==> src/rtl/sysctl_pkg.sv <==
package sysctl_pkg;

    localparam int WORD_W = 32;

    // word indices of the decoded registers
    localparam int W_ID_A     = 0;
    localparam int W_ID_B     = 1;
    localparam int W_ID_BOARD = 2;
    localparam int W_LOCK     = 3;
    localparam int W_FLAGS    = 4;
    localparam int W_FLAGS_CLR = 5;
    localparam int W_TICK_SLOW = 6;
    localparam int W_TICK_FAST = 7;
    localparam int W_FLASH_K  = 8;
    localparam int W_DISP_K   = 9;
    localparam int W_OSCK0    = 10;
    localparam int W_CFG_DATA = 16;
    localparam int W_CFG_CTRL = 17;
    localparam int W_CFG_STAT = 18;

    localparam logic [31:0] DISP_CONST = 32'h0000_1A00;
    localparam logic [31:0] KEY_MASK   = 32'h3FF3_FFFF;
    localparam logic [5:0]  FN_OSC     = 6'd1;
    localparam logic [1:0]  OSC_SITE   = 2'd1;

    typedef struct packed {
        logic        start;
        logic        wr;
        logic [3:0]  dcc;
        logic [5:0]  func;
        logic [1:0]  spare;
        logic [1:0]  site;
        logic [3:0]  pos;
        logic [11:0] dev;
    } cfg_ctrl_t;

    function automatic logic [31:0] osc_key(input int idx);
        cfg_ctrl_t k;
        k       = '0;
        k.func  = FN_OSC;
        k.site  = OSC_SITE;
        k.dev   = 12'(idx);
        return k;
    endfunction

    function automatic logic [31:0] osc_default(input int idx);
        return 32'(25_000_000 + idx * 12_500_000);
    endfunction

    function automatic logic [31:0] osc_const(input int idx);
        return 32'h0000_2C00 + 32'(idx) * 32'h0000_0111;
    endfunction

endpackage

==> src/rtl/ref_counter.sv <==
module ref_counter #(
    parameter int CLK_HZ = 200_000_000,
    parameter int RATE   = 24_000_000,
    parameter int CNT_W  = 32
) (
    input  logic             clk,
    input  logic             rst_n,
    output logic [CNT_W-1:0] count
);
    localparam int ACC_W = $clog2(CLK_HZ) + 2;

    typedef struct packed {
        logic [ACC_W-1:0] acc;
        logic [CNT_W-1:0] cnt;
    } cnt_st_t;

    cnt_st_t st_d, st_q;
    logic [ACC_W-1:0] sum;

    always_comb begin
        st_d = st_q;
        sum  = st_q.acc + ACC_W'(RATE);
        if (sum >= ACC_W'(CLK_HZ)) begin
            st_d.acc = sum - ACC_W'(CLK_HZ);
            st_d.cnt = st_q.cnt + 1'b1;
        end else begin
            st_d.acc = sum;
        end
    end

    always_ff @(posedge clk or negedge rst_n) begin
        if (!rst_n) st_q <= '0;
        else        st_q <= st_d;
    end

    assign count = st_q.cnt;


    step_max_one_chk: assert property (@(posedge clk) disable iff (!rst_n)
        1'b1 |=> (count == $past(count)) || (count == $past(count) + 1'b1));

endmodule

==> src/rtl/cfg_engine.sv <==
module cfg_engine
    import sysctl_pkg::*;
#(
    parameter int NUM_OSC = 3
) (
    input  logic        clk,
    input  logic        rst_n,
    input  logic        data_we,
    input  logic        ctrl_we,
    input  logic [31:0] wdata,
    output logic [31:0] cfg_data
);
    typedef struct packed {
        logic [31:0]                  data;
        logic [NUM_OSC-1:0][31:0]     freq;
    } eng_st_t;

    eng_st_t st_d, st_q;
    cfg_ctrl_t ctl;
    logic [NUM_OSC-1:0] hit;

    assign ctl = cfg_ctrl_t'(wdata);

    generate
        for (genvar g = 0; g < NUM_OSC; g++) begin : g_match
            assign hit[g] = ctrl_we && ctl.start &&
                            ((wdata & KEY_MASK) == osc_key(g));
        end
    endgenerate

    always_comb begin
        st_d = st_q;
        if (data_we) st_d.data = wdata;
        for (int i = 0; i < NUM_OSC; i++) begin
            if (hit[i]) begin
                if (ctl.wr) begin
                    if (st_q.data != '0) st_d.freq[i] = st_q.data;
                end else begin
                    st_d.data = st_q.freq[i];
                end
            end
        end
    end

    always_ff @(posedge clk or negedge rst_n) begin
        if (!rst_n) begin
            st_q.data <= '0;
            for (int i = 0; i < NUM_OSC; i++) st_q.freq[i] <= osc_default(i);
        end else begin
            st_q <= st_d;
        end
    end

    assign cfg_data = st_q.data;


    single_target_chk: assert property (@(posedge clk) disable iff (!rst_n)
        $onehot0(hit));


    idle_ctrl_chk: assert property (@(posedge clk) disable iff (!rst_n)
        (ctrl_we && !wdata[31]) |=> $stable(cfg_data) && $stable(st_q.freq));

    generate
        for (genvar g = 0; g < NUM_OSC; g++) begin : g_chk

            zero_freq_chk: assert property (@(posedge clk) disable iff (!rst_n)
                (hit[g] && wdata[30] && cfg_data == '0) |=> $stable(st_q.freq[g]));

            read_back_chk: assert property (@(posedge clk) disable iff (!rst_n)
                (hit[g] && !wdata[30]) |=> cfg_data == $past(st_q.freq[g]));
        end
    endgenerate

endmodule

==> src/rtl/sysctl_bridge.sv <==
module sysctl_bridge
    import sysctl_pkg::*;
#(
    parameter int          ADDR_W   = 8,
    parameter int          CLK_HZ   = 200_000_000,
    parameter int          SLOW_HZ  = 24_000_000,
    parameter int          FAST_HZ  = 100_000_000,
    parameter int          NUM_OSC  = 3,
    parameter int          NUM_OSCK = 5,
    parameter logic [31:0] ID_A     = 32'h0C00_0191,
    parameter logic [31:0] ID_B     = 32'h0C10_0302,
    parameter logic [31:0] ID_BOARD = 32'h1190_0F20
) (
    input  logic              clk,
    input  logic              rst_n,
    input  logic              bus_sel,
    input  logic              bus_wr,
    input  logic [ADDR_W-1:0] bus_addr,
    input  logic [31:0]       bus_wdata,
    output logic [31:0]       bus_rdata
);
    localparam int OSCK_END = W_OSCK0 + NUM_OSCK;

    typedef struct packed {
        logic [31:0] flags;
        logic [15:0] lock;
        logic [31:0] rdata;
    } top_st_t;

    top_st_t st_d, st_q;
    int          widx;
    logic        wr_acc, rd_acc;
    logic [31:0] rd_val;
    logic [31:0] tick_slow, tick_fast, cfg_data;

    assign widx   = int'({{(32 - ADDR_W){1'b0}}, bus_addr} >> 2);
    assign wr_acc = bus_sel && bus_wr;
    assign rd_acc = bus_sel && !bus_wr;

    ref_counter #(.CLK_HZ(CLK_HZ), .RATE(SLOW_HZ), .CNT_W(32)) u_slow (
        .clk(clk), .rst_n(rst_n), .count(tick_slow));

    ref_counter #(.CLK_HZ(CLK_HZ), .RATE(FAST_HZ), .CNT_W(32)) u_fast (
        .clk(clk), .rst_n(rst_n), .count(tick_fast));

    cfg_engine #(.NUM_OSC(NUM_OSC)) u_cfg (
        .clk     (clk),
        .rst_n   (rst_n),
        .data_we (wr_acc && widx == W_CFG_DATA),
        .ctrl_we (wr_acc && widx == W_CFG_CTRL),
        .wdata   (bus_wdata),
        .cfg_data(cfg_data)
    );

    always_comb begin
        rd_val = '0;
        case (widx)
            W_ID_A:      rd_val = ID_A;
            W_ID_B:      rd_val = ID_B;
            W_ID_BOARD:  rd_val = ID_BOARD;
            W_LOCK:      rd_val = {16'h0000, st_q.lock};
            W_FLAGS:     rd_val = st_q.flags;
            W_TICK_SLOW: rd_val = tick_slow;
            W_TICK_FAST: rd_val = tick_fast;
            W_DISP_K:    rd_val = DISP_CONST;
            W_CFG_DATA:  rd_val = cfg_data;
            W_CFG_STAT:  rd_val = 32'd1;
            default: begin
                if (widx >= W_OSCK0 && widx < OSCK_END)
                    rd_val = osc_const(widx - W_OSCK0);
            end
        endcase
    end

    always_comb begin
        st_d = st_q;
        if (wr_acc) begin
            case (widx)
                W_FLAGS:     st_d.flags = bus_wdata;
                W_FLAGS_CLR: st_d.flags = '0;
                W_LOCK:      st_d.lock  = bus_wdata[15:0];
                default:     ;
            endcase
        end
        if (rd_acc) st_d.rdata = rd_val;
    end

    always_ff @(posedge clk or negedge rst_n) begin
        if (!rst_n) st_q <= '0;
        else        st_q <= st_d;
    end

    assign bus_rdata = st_q.rdata;


    flags_clear_chk: assert property (@(posedge clk) disable iff (!rst_n)
        (wr_acc && widx == W_FLAGS_CLR) |=> st_q.flags == '0);


    lock_low_half_chk: assert property (@(posedge clk) disable iff (!rst_n)
        (wr_acc && widx == W_LOCK) |=> st_q.lock == $past(bus_wdata[15:0]));


    status_done_chk: assert property (@(posedge clk) disable iff (!rst_n)
        (rd_acc && widx == W_CFG_STAT) |=> bus_rdata == 32'd1);


    rdata_hold_chk: assert property (@(posedge clk) disable iff (!rst_n)
        !rd_acc |=> $stable(bus_rdata));

endmodule

==> config.mk <==
export PLATFORM = sky130hd
export DESIGN_NAME = sysctl_bridge
export DESIGN_NICKNAME = d
export VERILOG_FILES = /design/src/rtl/sysctl_pkg.sv /design/src/rtl/ref_counter.sv /design/src/rtl/cfg_engine.sv /design/src/rtl/sysctl_bridge.sv
export SDC_FILE = /design/constraint.sdc
export NUM_CORES = 1
export LEC_CHECK = 0
export ABC_AREA = 1
export BUFFER_PORTS_ARGS = -buffer_cell sky130_fd_sc_hd__buf_4
export CORE_UTILIZATION = 60
export CTS_CLUSTER_DIAMETER = 50
export DETAILED_ROUTE_END_ITERATION = 16
export PLACE_DENSITY = 0.78
export SLEW_MARGIN = 5
export SYNTH_ARGS = -nofsm -noshare
export SYNTH_HDL_FRONTEND = slang
export SYNTH_SLANG_ARGS = --single-unit
==> constraint.sdc <==
create_clock -name clk -period 4.9 [get_ports clk]
set_clock_uncertainty 0.15 [all_clocks]
set_input_delay 0.735 -clock clk [delete_from_list [all_inputs] [get_ports clk]]
set_output_delay 0.735 -clock clk [all_outputs]
set_load 0.005 [all_outputs]
==> reports/summary.log, run 1 <==
INFO  yosys          synth_seq_cells=315
INFO  timing         fin_hold_ws=109ps
INFO  power          static-leakage-power=10.5nW
INFO  clocking       postCtsSetupRepairBufs=0
INFO  critical_path  r2r_start=u_fast.st_q[40]
INFO  placed_design  gpl.final_weighted_congestion=0.942
INFO  clocking       clockRootBuffer=sky130_fd_sc_hd__clkbuf_16
INFO  final_layout   syn2layout_area_growth=9.09%
INFO  critical_path  cp_data_arrival_time=4640ps
INFO  die            floorplan.die.width=181um
INFO  timing         fin_crit_sh=0.885
INFO  grt            groute.usage.overall=0.342
INFO  yosys          synth-edff-count=0
INFO  yosys          main_flop_type_after_synthesis=sky130_fd_sc_hd__dfrtp_1
INFO  critical_path  critical_path.reg2reg.endpoint=u_fast.count[2]
INFO  timing         unrepaired_setup_endpoints_after_global_routing=no
INFO  grt            groute.layer.met3.usage=0.0538
INFO  yosys          yosys-top-cells-area=sky130_fd_sc_hd__dfrtp_1 36%, sky130_fd_sc_hd__nand2_1 15%, sky130_fd_sc_hd__inv_1 5.0%
INFO  timing         final_hold_viol_count=0
INFO  yosys          synth.lib_cells_used.distinct=54
INFO  clocking       cts.clk_slew.worst_paths=60ps
INFO  power          p_per_area=293nW/um2
INFO  yosys          netlist.top_cell.by_area=sky130_fd_sc_hd__dfrtp_1
INFO  routing        vias_per_cell=5.87
INFO  yosys          post_synth_instance_area=19,300um2
INFO  die            row_count=65
INFO  grt            first_global_vias=17,000
INFO  placed_design  detailed_place_hpwl=39,400um
INFO  clocking       cts_tree=yes
INFO  critical_path  worst-path-max-fanout=15
INFO  grt            grt_start_max_net_pins=109
INFO  yosys          syn_nets=2,726
INFO  clocking       holdBufCountCts=0
INFO  routing        detail-route-antenna-nets=0
INFO  critical_path  critical_path.endpoint_type=flip-flop
INFO  critical_path  critical_path_rt=5200ps
INFO  critical_path  worst-setup-path-type=input port to flip-flop
INFO  power          peakVddDrop=0.253mV
INFO  critical_path  timing.critical_path.to=bus_rdata[23]
INFO  timing         slew_headroom=0.327
INFO  clocking       clock_tree.htree_level_count=2
INFO  die            fp.coreArea=31,600um2
INFO  clocking       clkLatencyLatePin=540ps
INFO  grt            grt_pass1_wl=89,400um
INFO  die            die_area=32,900um2
INFO  final_layout   antenna_cells=0
INFO  routing        routed_length_per_instance=18.2um
INFO  grt            initial_antenna_violation_count=0
INFO  die            initial_utilization=0.611
INFO  routing        detail_route.wirelength=55,900um
INFO  final_layout   post_route_cells_drive_above_1_share=0.103
INFO  run            max-cap-violations=0
INFO  timing         maximum_operating_frequency=0.231GHz
INFO  die            chipHeight=181um
INFO  clocking       cts-buffers-inserted=38
INFO  critical_path  worstPathCellList=buf_4 -> inv_1 -> ha_1 -> or2_2 -> nand2_1 -> xor2_1 -> ha_1 -> xnor2_1 -> ha_1 -> ha_1 -> ha_1 -> nand2_1 -> nor2_1 -> a211oi_1 -> nand3_1 -> a21oi_1 -> o21ai_1 -> a21oi_2 -> buf_4 -> nor2_1 -> nor2_1
INFO  critical_path  worst_path_most_repeated_cell=sky130_fd_sc_hd__ha_1
INFO  final_layout   layout.filler_cells=2,723
INFO  yosys          ys.warnings.count=0
INFO  yosys          post_synth.cell_area_avg=7.32um2
INFO  routing        vias=18,000
INFO  die            design.portCount=76
INFO  critical_path  worst_r2r_path_depth=17
INFO  routing        drt_pre_antenna_iters=6
INFO  clocking       clock_tree.buffer_depth=3
INFO  yosys          seq_total_area_yosys=0.410
INFO  placed_design  place.port_buffers=73
INFO  final_layout   layout.cells.most_common_list=789 x sky130_fd_sc_hd__nand2_1, 281 x sky130_fd_sc_hd__dfrtp_1, 256 x sky130_fd_sc_hd__inv_1, 251 x sky130_fd_sc_hd__nor2_1, 183 x sky130_fd_sc_hd__nand3_1
INFO  grt            grt-ovfl-total=0
INFO  routing        drcViolationCount=0
INFO  critical_path  crit_slowest_cell=sky130_fd_sc_hd__ha_1
INFO  grt            busiest_layer=met2
INFO  timing         fin_tns_setup=0ps
INFO  outcome        outcome=complete, no violations
INFO  yosys          ys_async_sr_fraction=1.00
INFO  final_layout   layout.cells.most_common=sky130_fd_sc_hd__nand2_1
INFO  clocking       clock-sinks=315
INFO  grt            grt_use_met2=0.549
INFO  routing        drt_first_iter_violations=1,842
INFO  min_path       hold_path_class=input port to asynchronous set/reset pin
INFO  timing         period_needed=4340ps
INFO  timing         tightest_slew=1010ps
INFO  timing         setup_violations=0
INFO  critical_path  regToRegSetupSlack=1540ps
INFO  grt            grt_use_met1=0.457
INFO  critical_path  cp-startpoint=bus_addr[4]
INFO  yosys          yosys.area.top_type_share=0.364
INFO  critical_path  critical-path-max-stage-delay=360ps
INFO  critical_path  setup.worst_path.start_class=input port
INFO  yosys          post_synth_inst_count=2,639
INFO  timing         count_of_pins_over_their_slew_limit=0
INFO  clocking       postCtsResizedCells=0
INFO  final_layout   finish.net_count=2,726
[cell usage after synthesis, types with 7 or more instances]
cell                        instances
sky130_fd_sc_hd__a211oi_1           8
sky130_fd_sc_hd__a21oi_1           68
sky130_fd_sc_hd__a221oi_1          12
sky130_fd_sc_hd__a22oi_1           11
sky130_fd_sc_hd__a31oi_1           25
sky130_fd_sc_hd__buf_2             20
sky130_fd_sc_hd__buf_4             33
sky130_fd_sc_hd__buf_6             15
sky130_fd_sc_hd__clkbuf_1          66
sky130_fd_sc_hd__dfrtp_1          281
sky130_fd_sc_hd__dfstp_2           34
sky130_fd_sc_hd__ha_1              41
sky130_fd_sc_hd__inv_1            256
sky130_fd_sc_hd__inv_2             16
sky130_fd_sc_hd__nand2_1          789
sky130_fd_sc_hd__nand2_2           22
sky130_fd_sc_hd__nand3_1          189
sky130_fd_sc_hd__nand3_2            7
sky130_fd_sc_hd__nand3b_1           7
sky130_fd_sc_hd__nand4_1           26
sky130_fd_sc_hd__nor2_1           252
sky130_fd_sc_hd__nor2_2            10
sky130_fd_sc_hd__nor3_1            52
sky130_fd_sc_hd__nor4_1            19
sky130_fd_sc_hd__o2111ai_1          7
sky130_fd_sc_hd__o211ai_1          22
sky130_fd_sc_hd__o21ai_0          157
sky130_fd_sc_hd__o21ai_1            8
sky130_fd_sc_hd__o22ai_1           36
sky130_fd_sc_hd__o31ai_1           13
sky130_fd_sc_hd__xnor2_1           16
sky130_fd_sc_hd__xor2_1            77
[sequential cells by signal, summed over array words and instances, names as in the netlist]
| register | count |
|---|---|
| bus_rdata | 32 |
| u_slow.count | 32 |
| u_fast.count | 32 |
| u_cfg.cfg_data | 32 |
| u_fast.st_q | 22 |
| u_cfg.st_q | 96 |
| u_slow.st_q | 21 |
| st_q | 48 |
[logic make-up after synthesis]
| kind of cell | share of synthesized area |
|---|---|
| XOR/XNOR | 0.0436 |
| AND/OR/NAND/NOR | 0.307 |
| adder cells (fa/ha/maj) | 0.0286 |
| flip-flops | 0.410 |
| AO/OA/AOI/OAI | 0.117 |
| buffers and inverters | 0.0935 |
[worst max-delay path: cells and delay by family]
family | cells | cell delay (ps)
simple gates | 7 | 900
fa+ha+maj | 5 | 1530
xor+xnor | 2 | 410
buf+inv | 3 | 390
compound gates | 4 | 690
[stage by stage]
step                      utilization  setup WS (ps)  total power, mW  cells  cell area (um2)
after floorplan                     -            415             3.16   2639            19300
after global placement          0.627            122             3.39   3001            19800
after detailed placement        0.627           37.7             3.40   3001            19800
after CTS                       0.666            566             6.18   3071            21100
after global routing            0.666            251             6.37   3071            21100
final                           0.666            562             6.17   3071            21100
[power breakdown]
| part | internal (mW) | leakage, nW | switching [mW] |
|---|---|---|---|
| registers | 2.70 | 3.99 | 0.0575 |
| logic | 0.222 | 5.89 | 0.396 |
| clock network | 1.64 | 0.613 | 1.15 |
[how the worst min path moves through the flow]
stage | start | endpoint | slack [ps] | cells past startpoint
after CTS | rst_n | u_cfg.st_q[73] | 150 | 1
final | rst_n | u_cfg.st_q[62] | 110 | 1
after global placement | u_cfg.st_q[43] | u_cfg.st_q[43] | 310 | 2
after global routing | rst_n | u_cfg.st_q[9] | 180 | 1
after floorplan | rst_n | bus_rdata[0] | 290 | 0
after detailed placement | st_q[57] | st_q[57] | 320 | 2
[metal layers]
layer	part of all wire	vias up	wire [um]
met3	0.087	174	4840
li1	-	8557	-
met2	0.45	884	25400
met5	0	-	0
met4	0.047	0	2650
met1	0.41	8399	23000
[cell type report]
cell class / instances / area, um2 / share of cell area
Multi-Input combinational cell: 1913 / 9620 / 0.457
Tap cell: 402 / 503 / 0.0239
Clock buffer: 60 / 1150 / 0.0548
Clock inverter: 10 / 83.8 / 0.00398
Timing Repair Buffer: 95 / 746 / 0.0354
Inverter: 276 / 1040 / 0.0492
Sequential cell: 315 / 7930 / 0.376
Power figures use the tool's default switching activity.
==> run 2: changes to the inputs <==
- BUFFER_PORTS_ARGS: -buffer_cell sky130_fd_sc_hd__buf_4 -> -buffer_cell sky130_fd_sc_hd__clkbuf_2
==> reports/summary.log, run 2 (same netlist as run 1, synthesis figures left out) <==
INFO  outcome        outcome=complete, no violations
INFO  final_layout   most_flops_register=u_cfg.st_q
INFO  critical_path  cp_data_arrival_time=4670ps
INFO  die            floorplan.die.width=181um
INFO  routing        drt_pre_antenna_iters=6
INFO  grt            grt_use_met2=0.558
INFO  clocking       postCtsResizedCells=0
INFO  critical_path  critical_path_rt=5210ps
INFO  critical_path  worstPathCellList=clkbuf_2 -> inv_2 -> ha_1 -> or2_2 -> nand2_1 -> xor2_1 -> ha_1 -> xnor2_1 -> ha_1 -> ha_1 -> ha_1 -> nand2_1 -> nor2_1 -> a211oi_1 -> nand3_1 -> a21oi_1 -> o21ai_1 -> a21oi_2 -> buf_4 -> nor2_1 -> nor2_1
INFO  timing         period_needed=4360ps
INFO  timing         setup_violations=0
INFO  timing         final_hold_viol_count=0
INFO  routing        drcViolationCount=0
INFO  die            chipHeight=181um
INFO  grt            groute.usage.overall=0.346
INFO  grt            grt_use_met1=0.468
INFO  timing         unrepaired_setup_endpoints_after_global_routing=no
INFO  critical_path  worst_path_most_repeated_cell=sky130_fd_sc_hd__ha_1
INFO  timing         tightest_slew=959ps
INFO  clocking       clock_tree.buffer_depth=3
INFO  clocking       cts.clk_slew.worst_paths=60ps
INFO  final_layout   antenna_cells=0
INFO  routing        routed_length_per_instance=18.2um
INFO  final_layout   final_core_utilization=0.663
INFO  critical_path  r2r_start=u_fast.st_q[40]
INFO  grt            first_global_vias=17,200
INFO  critical_path  worst-setup-path-type=input port to flip-flop
INFO  die            row_count=65
INFO  critical_path  critical_path.endpoint_type=flip-flop
INFO  clocking       clock_tree.htree_level_count=2
INFO  timing         slew_headroom=0.359
INFO  clocking       clockRootBuffer=sky130_fd_sc_hd__clkbuf_16
INFO  die            design.portCount=76
INFO  critical_path  timing.critical_path.to=bus_rdata[25]
INFO  critical_path  setup.worst_path.start_class=input port
INFO  critical_path  regToRegSetupSlack=1490ps
INFO  die            initial_utilization=0.611
INFO  die            fp.coreArea=31,600um2
INFO  final_layout   layout.cells.most_common=sky130_fd_sc_hd__nand2_1
INFO  placed_design  gpl.final_weighted_congestion=0.959
INFO  placed_design  detailed_place_hpwl=39,700um
INFO  power          static-leakage-power=10.5nW
INFO  final_layout   finish.net_count=2,728
INFO  power          p_per_area=302nW/um2
INFO  critical_path  critical_path.reg2reg.endpoint=u_fast.count[21]
INFO  grt            busiest_layer=met2
INFO  critical_path  crit_slowest_cell=sky130_fd_sc_hd__ha_1
INFO  final_layout   biggestRegsByFlops=u_cfg.st_q (96), st_q (48)
INFO  final_layout   layout.cells.most_common_list=789 x sky130_fd_sc_hd__nand2_1, 281 x sky130_fd_sc_hd__dfrtp_1, 256 x sky130_fd_sc_hd__inv_1, 251 x sky130_fd_sc_hd__nor2_1, 183 x sky130_fd_sc_hd__nand3_1
INFO  final_layout   syn2layout_area_growth=8.60%
INFO  critical_path  worst_r2r_path_depth=17
INFO  grt            groute.layer.met3.usage=0.0538
INFO  clocking       cts_tree=yes
INFO  timing         maximum_operating_frequency=0.229GHz
INFO  final_layout   post_route_cells_drive_above_1_share=0.104
INFO  final_layout   max_ffs_per_register=96
INFO  grt            grt_start_max_net_pins=98
INFO  routing        detail-route-antenna-nets=0
INFO  clocking       postCtsSetupRepairBufs=0
INFO  placed_design  place.port_buffers=73
INFO  die            die_area=32,900um2
INFO  timing         count_of_pins_over_their_slew_limit=0
INFO  critical_path  worst-path-max-fanout=15
INFO  timing         fin_tns_setup=0ps
INFO  routing        vias=18,100
INFO  power          power=6.32mW
INFO  grt            grt-ovfl-total=0
INFO  routing        drt_first_iter_violations=1,834
INFO  routing        detail_route.wirelength=55,900um
INFO  clocking       clkLatencyLatePin=560ps
INFO  timing         fin_crit_sh=0.890
INFO  power          peakVddDrop=0.248mV
INFO  critical_path  cp-startpoint=bus_addr[3]
INFO  clocking       cts-buffers-inserted=41
INFO  grt            grt_pass1_wl=90,700um
INFO  clocking       holdBufCountCts=0
INFO  run            max-cap-violations=0
INFO  final_layout   fin_cells=3,074
INFO  clocking       clock-sinks=315
INFO  routing        vias_per_cell=5.90
INFO  placed_design  place.detailed.instances=3,000
INFO  critical_path  critical-path-max-stage-delay=350ps
INFO  grt            initial_antenna_violation_count=0
INFO  min_path       hold_path_class=input port to asynchronous set/reset pin
## run 2: cell count changes in the layout (fill, tap and decap cells not counted), moves of 3 or more
cell / delta
sky130_fd_sc_hd__bufinv_16: +3
sky130_fd_sc_hd__clkbuf_8: -7
sky130_fd_sc_hd__clkbuf_2: +72
sky130_fd_sc_hd__buf_4: -73
## run 2: area by class of cell
cell class	count	area, um2
clock inverters	20	225
flip-flops and latches	315	7930
inverters	276	1040
fillers	2745	10700
well taps	402	503
clock buffers	54	1100
multi-input cells	1913	9620
repair buffers	94	558
## run 2: worst max-delay path: cells and delay by family
family | cells | cell delay [ps]
AOI/OAI and AO/OA | 4 | 670
xor gates and xnor gates | 2 | 410
adders and majority gates | 5 | 1520
and+or+nand+nor | 7 | 890
buffers and inverters | 3 | 420
## run 2: worst min path at each step
| stage | cells past startpoint | from | to | slack [ps] |
|---|---|---|---|---|
| after floorplan | 0 | rst_n | bus_rdata[0] | 290 |
| after global placement | 2 | u_cfg.st_q[35] | u_cfg.st_q[35] | 310 |
| after CTS | 1 | rst_n | u_cfg.st_q[70] | 80 |
| after global routing | 1 | rst_n | u_cfg.st_q[90] | 100 |
| after detailed placement | 2 | u_cfg.st_q[62] | u_cfg.st_q[62] | 320 |
| final | 1 | rst_n | u_cfg.cfg_data[24] | 30 |
## run 2: where the power goes
part | switching [mW] | internal (mW) | total (mW)
logic | 0.393 | 0.195 | 0.588
registers | 0.0567 | 2.70 | 2.76
clock network | 1.21 | 1.77 | 2.98
## run 2: routing by layer
layer	wire length, um	vias to the layer above
li1	-	8581
met1	23100	8629
met2	25700	772
met3	4670	159
met4	2400	0
met5	0	-
## run 2: stage by stage
stage,hold slack [ps],setup slack (ps),area (um2)
3_5_place_dp,319,38.1,19600
4_1_cts,82.9,551,21000
2_1_floorplan,289,415,19300
3_3_place_gp,311,103,19600
6_report,29.4,541,21000
5_1_grt,105,174,21000
